## src/rtl/sqd_pkg.sv

```systemverilog
package sqd_pkg;

  // Strobes from the control half to the datapath half.
  typedef struct packed {
    logic load;     // start accepted: take current phases as reference
    logic capture;  // interval ended: decode and publish a sample
  } sqdStrobe_t;

  localparam int SMP_W = 3;

  localparam logic [SMP_W-1:0] SMP_NONE   = 3'b000;
  localparam logic [SMP_W-1:0] SMP_FWD    = 3'b001;
  localparam logic [SMP_W-1:0] SMP_BACK   = 3'b111;
  localparam logic [SMP_W-1:0] SMP_DOUBLE = 3'b010;

  // Position of a phase pair {A,B} along the forward Gray cycle.
  function automatic logic [1:0] grayPos(input logic [1:0] ab);
    return {ab[1], ab[1] ^ ab[0]};
  endfunction

endpackage

```

## src/rtl/sqd_line_filter.sv

```systemverilog
module sqd_line_filter #(
  parameter int DEB_LEN = 16
) (
  input  logic clk,
  input  logic rstN,
  input  logic rawIn,
  input  logic useFilter,
  output logic cleanOut
);

  localparam int CNT_W = $clog2(DEB_LEN + 1);

  logic syncA, syncB, heldLvl;
  logic [CNT_W-1:0] runCnt;

  always_ff @(posedge clk or negedge rstN) begin
    if (!rstN) begin
      syncA   <= 1'b0;
      syncB   <= 1'b0;
      heldLvl <= 1'b0;
      runCnt  <= '0;
    end else begin
      syncA <= rawIn;
      syncB <= syncA;
      if (!useFilter || syncB == heldLvl) begin
        heldLvl <= syncB;
        runCnt  <= '0;
      end else if (runCnt == CNT_W'(DEB_LEN - 1)) begin
        heldLvl <= syncB;
        runCnt  <= '0;
      end else begin
        runCnt <= runCnt + CNT_W'(1);
      end
    end
  end

  assign cleanOut = useFilter ? heldLvl : syncB;


  deb_hold_chk: assert property (@(posedge clk) disable iff (!rstN)
    (useFilter && syncB == heldLvl) |=> (heldLvl == $past(heldLvl)));

endmodule

```

## src/rtl/sqd_datapath.sv

```systemverilog
module sqd_datapath
  import sqd_pkg::*;
#(
  parameter int DEB_LEN = 16
) (
  input  logic             clk,
  input  logic             rstN,
  input  logic             phaseA,
  input  logic             phaseB,
  input  logic             debounceEn,
  input  sqdStrobe_t       strb,
  output logic [SMP_W-1:0] sampleVal,
  output logic             sampleRdy
);

  localparam int LINES = 2;

  logic [LINES-1:0] rawAb, cleanAb;
  logic [1:0] prevAb, posDiff;
  logic [SMP_W-1:0] decoded;

  assign rawAb = {phaseA, phaseB};

  for (genvar i = 0; i < LINES; i++) begin : g_line
    sqd_line_filter #(.DEB_LEN(DEB_LEN)) u_filt (
      .clk      (clk),
      .rstN     (rstN),
      .rawIn    (rawAb[i]),
      .useFilter(debounceEn),
      .cleanOut (cleanAb[i])
    );
  end

  assign posDiff = grayPos(cleanAb) - grayPos(prevAb);

  always_comb begin
    unique case (posDiff)
      2'd0:    decoded = SMP_NONE;
      2'd1:    decoded = SMP_FWD;
      2'd3:    decoded = SMP_BACK;
      default: decoded = SMP_DOUBLE;
    endcase
  end

  always_ff @(posedge clk or negedge rstN) begin
    if (!rstN) begin
      prevAb    <= '0;
      sampleVal <= SMP_NONE;
      sampleRdy <= 1'b0;
    end else begin
      sampleRdy <= strb.capture;
      if (strb.load || strb.capture) prevAb <= cleanAb;
      if (strb.capture) sampleVal <= decoded;
    end
  end


  rdy_follow_chk: assert property (@(posedge clk) disable iff (!rstN)
    strb.capture |=> sampleRdy);


  legal_val_chk: assert property (@(posedge clk) disable iff (!rstN)
    sampleRdy |-> (sampleVal == SMP_NONE || sampleVal == SMP_FWD ||
                   sampleVal == SMP_BACK || sampleVal == SMP_DOUBLE));


  val_hold_chk: assert property (@(posedge clk) disable iff (!rstN)
    !strb.capture |=> $stable(sampleVal));

endmodule

```

## src/rtl/sqd_ctrl.sv

```systemverilog
module sqd_ctrl
  import sqd_pkg::*;
#(
  parameter int CLK_PER_US = 50,
  parameter int BASE_US    = 128,
  parameter int MAX_CODE   = 10,
  parameter int CODE_W     = 4,
  parameter int LEAD_W     = 8
) (
  input  logic              clk,
  input  logic              rstN,
  input  logic              startStrobe,
  input  logic              stopStrobe,
  input  logic              enable,
  input  logic [CODE_W-1:0] periodCode,
  input  logic [LEAD_W-1:0] ledLeadUs,
  input  logic              ledActiveHigh,
  output sqdStrobe_t        strb,
  output logic              ledPin,
  output logic              stoppedEvt
);

  localparam int UCNT_W = $clog2(BASE_US) + MAX_CODE + 1;
  localparam int DIV_W  = (CLK_PER_US > 1) ? $clog2(CLK_PER_US) : 1;

  logic usTick;

  if (CLK_PER_US > 1) begin : g_div
    logic [DIV_W-1:0] divCnt;
    always_ff @(posedge clk or negedge rstN) begin
      if (!rstN)                                  divCnt <= '0;
      else if (divCnt == DIV_W'(CLK_PER_US - 1))  divCnt <= '0;
      else                                        divCnt <= divCnt + DIV_W'(1);
    end
    assign usTick = (divCnt == DIV_W'(CLK_PER_US - 1));
  end else begin : g_nodiv
    assign usTick = 1'b1;
  end

  logic              running;
  logic [UCNT_W-1:0] usCnt, periodUs;
  logic [CODE_W-1:0] effCode;
  logic [UCNT_W:0]   leadSum;
  logic              lastUs, stopReq, startOk, captureNow, ledOn;

  assign effCode  = (periodCode > CODE_W'(MAX_CODE)) ? '0 : periodCode;
  assign periodUs = UCNT_W'(BASE_US) << effCode;
  assign lastUs   = (usCnt >= (periodUs - UCNT_W'(1)));

  assign stopReq    = stopStrobe | (running & ~enable);
  assign startOk    = startStrobe & enable & ~running & ~stopStrobe;
  assign captureNow = running & ~stopReq & usTick & lastUs;

  assign strb.load    = startOk;
  assign strb.capture = captureNow;

  always_ff @(posedge clk or negedge rstN) begin
    if (!rstN) begin
      running    <= 1'b0;
      usCnt      <= '0;
      stoppedEvt <= 1'b0;
    end else begin
      stoppedEvt <= stopReq & running;
      if (stopReq) begin
        running <= 1'b0;
      end else if (startOk) begin
        running <= 1'b1;
        usCnt   <= '0;
      end else if (running && usTick) begin
        usCnt <= lastUs ? '0 : usCnt + UCNT_W'(1);
      end
    end
  end

  assign leadSum = {1'b0, usCnt} + (UCNT_W + 1)'(ledLeadUs);
  assign ledOn   = running && (ledLeadUs != '0) && (leadSum >= {1'b0, periodUs});
  assign ledPin  = ledOn ? ledActiveHigh : ~ledActiveHigh;


  restart_chk: assert property (@(posedge clk) disable iff (!rstN)
    strb.capture |=> (running && usCnt == '0));


  start_load_chk: assert property (@(posedge clk) disable iff (!rstN)
    $rose(running) |-> $past(enable && startStrobe));


  stopped_src_chk: assert property (@(posedge clk) disable iff (!rstN)
    stoppedEvt |-> (!running && $past(running)));

endmodule

```

## src/rtl/strobed_quad_sampler.sv

```systemverilog
module strobed_quad_sampler
  import sqd_pkg::*;
#(
  parameter int CLK_PER_US = 50,
  parameter int BASE_US    = 128,
  parameter int MAX_CODE   = 10,
  parameter int DEB_LEN    = 16
) (
  input  logic       clk,
  input  logic       rstN,
  input  logic       startStrobe,
  input  logic       stopStrobe,
  input  logic       enable,
  input  logic [3:0] periodCode,
  input  logic [7:0] ledLeadUs,
  input  logic       ledActiveHigh,
  input  logic       debounceEn,
  input  logic       phaseA,
  input  logic       phaseB,
  output logic       ledPin,
  output logic [2:0] sampleVal,
  output logic       sampleRdy,
  output logic       stoppedEvt
);

  sqdStrobe_t strb;

  sqd_ctrl #(
    .CLK_PER_US(CLK_PER_US),
    .BASE_US   (BASE_US),
    .MAX_CODE  (MAX_CODE),
    .CODE_W    (4),
    .LEAD_W    (8)
  ) u_ctrl (
    .clk          (clk),
    .rstN         (rstN),
    .startStrobe  (startStrobe),
    .stopStrobe   (stopStrobe),
    .enable       (enable),
    .periodCode   (periodCode),
    .ledLeadUs    (ledLeadUs),
    .ledActiveHigh(ledActiveHigh),
    .strb         (strb),
    .ledPin       (ledPin),
    .stoppedEvt   (stoppedEvt)
  );

  sqd_datapath #(.DEB_LEN(DEB_LEN)) u_dp (
    .clk       (clk),
    .rstN      (rstN),
    .phaseA    (phaseA),
    .phaseB    (phaseB),
    .debounceEn(debounceEn),
    .strb      (strb),
    .sampleVal (sampleVal),
    .sampleRdy (sampleRdy)
  );


  no_rdy_on_stop_chk: assert property (@(posedge clk) disable iff (!rstN)
    stoppedEvt |-> !sampleRdy);

endmodule

```

## config.mk

```make
export PLATFORM = sky130hd
export DESIGN_NAME = strobed_quad_sampler
export DESIGN_NICKNAME = d
export VERILOG_FILES = /design/src/rtl/sqd_pkg.sv /design/src/rtl/sqd_line_filter.sv /design/src/rtl/sqd_datapath.sv /design/src/rtl/sqd_ctrl.sv /design/src/rtl/strobed_quad_sampler.sv
export SDC_FILE = /design/constraint.sdc
export NUM_CORES = 1
export LEC_CHECK = 0
export BUFFER_PORTS_ARGS = -buffer_cell sky130_fd_sc_hd__buf_2
export CAP_MARGIN = 20
export CORE_MARGIN = 8
export CORE_UTILIZATION = 35
export CTS_BUF_LIST = sky130_fd_sc_hd__clkbuf_4 sky130_fd_sc_hd__clkbuf_8
export DETAILED_ROUTE_END_ITERATION = 12
export PLACE_DENSITY = 0.48
export SLEW_MARGIN = 20
export SYNTH_ARGS = -nofsm -noshare
export SYNTH_HDL_FRONTEND = slang
export SYNTH_SLANG_ARGS = --single-unit
```

## constraint.sdc

```tcl
create_clock -name clk -period 6.34 [get_ports clk]
set_clock_uncertainty 0.15 [all_clocks]
set_input_delay 1.268 -clock clk [delete_from_list [all_inputs] [get_ports clk]]
set_output_delay 1.268 -clock clk [all_outputs]
set_load 0.01 [all_outputs]
```

==> metrics.md <==
| Metric | Value |
|---|---|
| Syn avg cell area | `8.76 um^2` |
| Post-route design area | `between 0.003 and 0.004 mm^2` |
| CP most frequent cell | `o21ai_0` |
| Top cell type's share of synthesized area | `between 30% and 40%` |
| CP delay by family, top | `compound AO/OA/AOI/OAI gates` |
| Rows | `37` |
| Cells after Synth | `409` |
| Final HPWL DP | `around 6000 um` |
| Overflow after GRT | `0` |
| Min Hold Slack | `about 0.21 ns` |
| DR vias/cell | `5.19` |
| Post-CTS Setup Bufs | `0` |
| Placed insts | `555` |
| Crit Path Max Fanout | `4` |
| PwrDens | `between 150 and 200 mW/mm^2` |
| Top cells by count, synth | `54 x nand2_1, 48 x dfrtp_1, 37 x ha_1` |
| Most used DFF post-synth | `dfrtp_1` |
| PortBufs | `26` |
| Dpl cell area | `0.00383 mm^2` |
| Critical Path AT | `4.26 ns` |
| Die height | `117 um` |
| Pwr Total | `640 uW` |
| Layout cells sized above 1 | `11.0%` |
| Die area | `around 0.014 mm^2` |
| Hold Path Class | `register to register` |
| Post-synth EDFFs | `0` |
| Mapped cell area | `0.00358 mm^2` |
| Post-synth ARST share | `100%` |
| Core ar. | `0.0101 mm^2` |
| Root buf cell | `clkbuf_8` |
| Max VDD drop | `0.102 mV` |
| RSZ-0062 raised after global routing | `no` |
| Final TNS setup | `0 ns` |
| Crit share post-route | `~90%` |
| Worst setup path start | `ledLeadUs[0]` |
| Worst Path Buf+Inv | `2` |
| Via count of the first global-routing pass | `2784` |
| Worst setup margin | `0.665 ns` |
| Num ports | `27` |
| Number of H-tree levels | `2` |
| Critical path's slowest cell | `o21ai_0` |
| Crit path required time | `4.92 ns` |
| Minimum clock period | `5.68 ns` |
| CTS Sinks | `48` |
| Endpoint class of the critical path | `primary output` |
| Leakage | `1.83 nW` |
| DR pass1 iterations | `4` |
| CP peak stage delay | `0.46 ns` |
| CP cell instances | `buf_2 -> ha_1 -> fa_1 -> a211oi_1 -> o21ai_0 -> o21ai_0 -> nor3_1 -> xor2_1 -> ha_1 -> o21ai_0 -> nor3_1 -> a22oi_1 -> a31oi_1 -> xnor2_1 -> buf_2` |
| DRC Markers | `0` |
| Clock transition at the registers of the reported paths | `0.09 ns` |
| GRT busiest layer | `met2` |
| Critical path class | `input port to primary output` |
| Met3 Track Usage GR | `1.54%` |
| Slew Viols, Final | `0` |
| Met2 Usage GRT | `19.6%` |
| First-pass GRT wire length | `13400 um` |
| Maxcap violations | `0` |
| F_max | `176 MHz` |
| CTS hold repair buffers | `0` |
| CTS Buffer Depth | `2` |
| Seq/Total Area, Yosys | `between 30% and 40%` |
| Syn_nets | `468` |
| Number of setup violations in the final report | `0` |
| DR WL/cell | `14.3 um` |
| Final WL | `8040 um` |
| GP Congestion | `0.744` |
| Yosys warning count | `0` |
| Area Overhead vs Synth | `9.29%` |
| Num CTS Buffers | `5` |
| Final hold violations | `0` |
| CTS tree | `built` |
| Antenna Nets Post-Route | `0` |
| Initial core utilization | `35.3%` |
| GRT Total Usage | `12.2%` |
| Utilization after layout | `around 39%` |
| Top post-synthesis cells by area | `dfrtp_1 34%, ha_1 13%, nand2_1 5.7%, xor2_1 3.7%, nor2_1 3.5%` |
| Slew headroom | `51.7%` |
| Layout Nets | `485` |
| Via count | `2929` |
| Initial antenna violation count | `0` |
| Hold Startpoint | `u_dp.g_line[1].u_filt.syncA` |
| Post-Layout Cell Count | `564` |
| Largest net degree at the start of global routing | `49` |
| Worst-Skew Late Latency | `0.30 ns` |
| Reg-to-reg critical path startpoint | `u_ctrl.usCnt[9]` |
| Count of cell types in the netlist | `53` |
| Worst Tran Pin Value | `0.723 ns` |
| 1st-iter DRT viols | `240` |
| Worst slack at placement | `a little under 0.7 ns` |
| Worst setup SP type | `input port` |
| Cts repair resizes | `0` |
| Die width | `117 um` |
| Yosys reg bits | `48` |
| M1 GR Usage | `16.7%` |
| Most common cell in the netlist | `nand2_1` |
| Post-synth top area cell | `dfrtp_1` |
| Outcome | `finished, final reports clean` |
==> layout make-up <==
class                   count  area, um^2
diodes                      1        2.50
clock buffers               5        68.8
clock inverters             3        18.8
fillers                  1058        6220
inverters                  14        52.6
multi-input cells         326        2230
flip-flops and latches     48        1200
well taps                 136         170
repair buffers             31         168
==> state kept, by name, summed over array words and instances, names as in the netlist <==
register / flops
u_dp.sampleVal: 3
u_dp.g_line.u_filt.heldLvl: 2
u_ctrl.stoppedEvt: 1
u_ctrl.usCnt: 18
u_ctrl.g_div.divCnt: 6
u_dp.g_line.u_filt.runCnt: 10
u_dp.g_line.u_filt.syncA: 2
u_dp.g_line.u_filt.syncB: 2
u_dp.prevAb: 2
u_ctrl.running: 1
u_dp.sampleRdy: 1
==> per-layer routing <==
| layer | vias to the layer above | wire (um) |
|---|---|---|
| met1 | 1373 | 4140 |
| met5 | - | 0 |
| met3 | 10 | 253 |
| met2 | 41 | 3520 |
| met4 | 0 | 127 |
| li1 | 1505 | - |
==> cells by family (layout without fill, tap and decap cells) <==
kind of cell / after synthesis / in the layout / share of synthesized area, %
AND/OR/NAND/NOR: 172 / 172 / 23.5
buffers and inverters: 35 / 53 / 4.29
flip-flops: 48 / 48 / 33.5
multiplexers: 8 / 8 / 2.44
XOR/XNOR: 26 / 26 / 6.35
adder cells (fa/ha/maj): 38 / 38 / 13.5
other: 0 / 1 / 0
AO/OA/AOI/OAI: 82 / 82 / 16.4
==> where the power goes <==
part | internal [mW] | switching (mW) | leakage [nW]
registers | 0.317 | 0.0103 | 0.628
clock network | 0.0772 | 0.108 | 0.0479
logic | 0.0518 | 0.0756 | 1.15
==> path summary, 6_finish.rpt <==
check / to / cells after the start / slack (ns)
min in group asynchronous: u_ctrl.g_div.divCnt[3] / 2 / 0.90
worst max register to register: u_dp.sampleVal[2] / 6 / 3.61
worst min register to register: u_dp.g_line[1].u_filt.syncB / 0 / 0.21
worst min-delay path: u_dp.g_line[1].u_filt.syncB / 0 / 0.21
max in group asynchronous: u_dp.sampleRdy / 2 / 4.70
worst max-delay path: ledPin / 15 / 0.66
==> cell usage in the layout, fill, tap and decap left out, drive strengths merged, types with 14 or more instances in the layout <==
cell / instances
nand3: 15
o21ai: 21
inv: 14
buf: 31
xor2: 15
ha: 37
nor3: 16
o221ai: 14
nand2: 54
dfrtp: 48
nor2: 33
(Power assumes the default switching activity.)
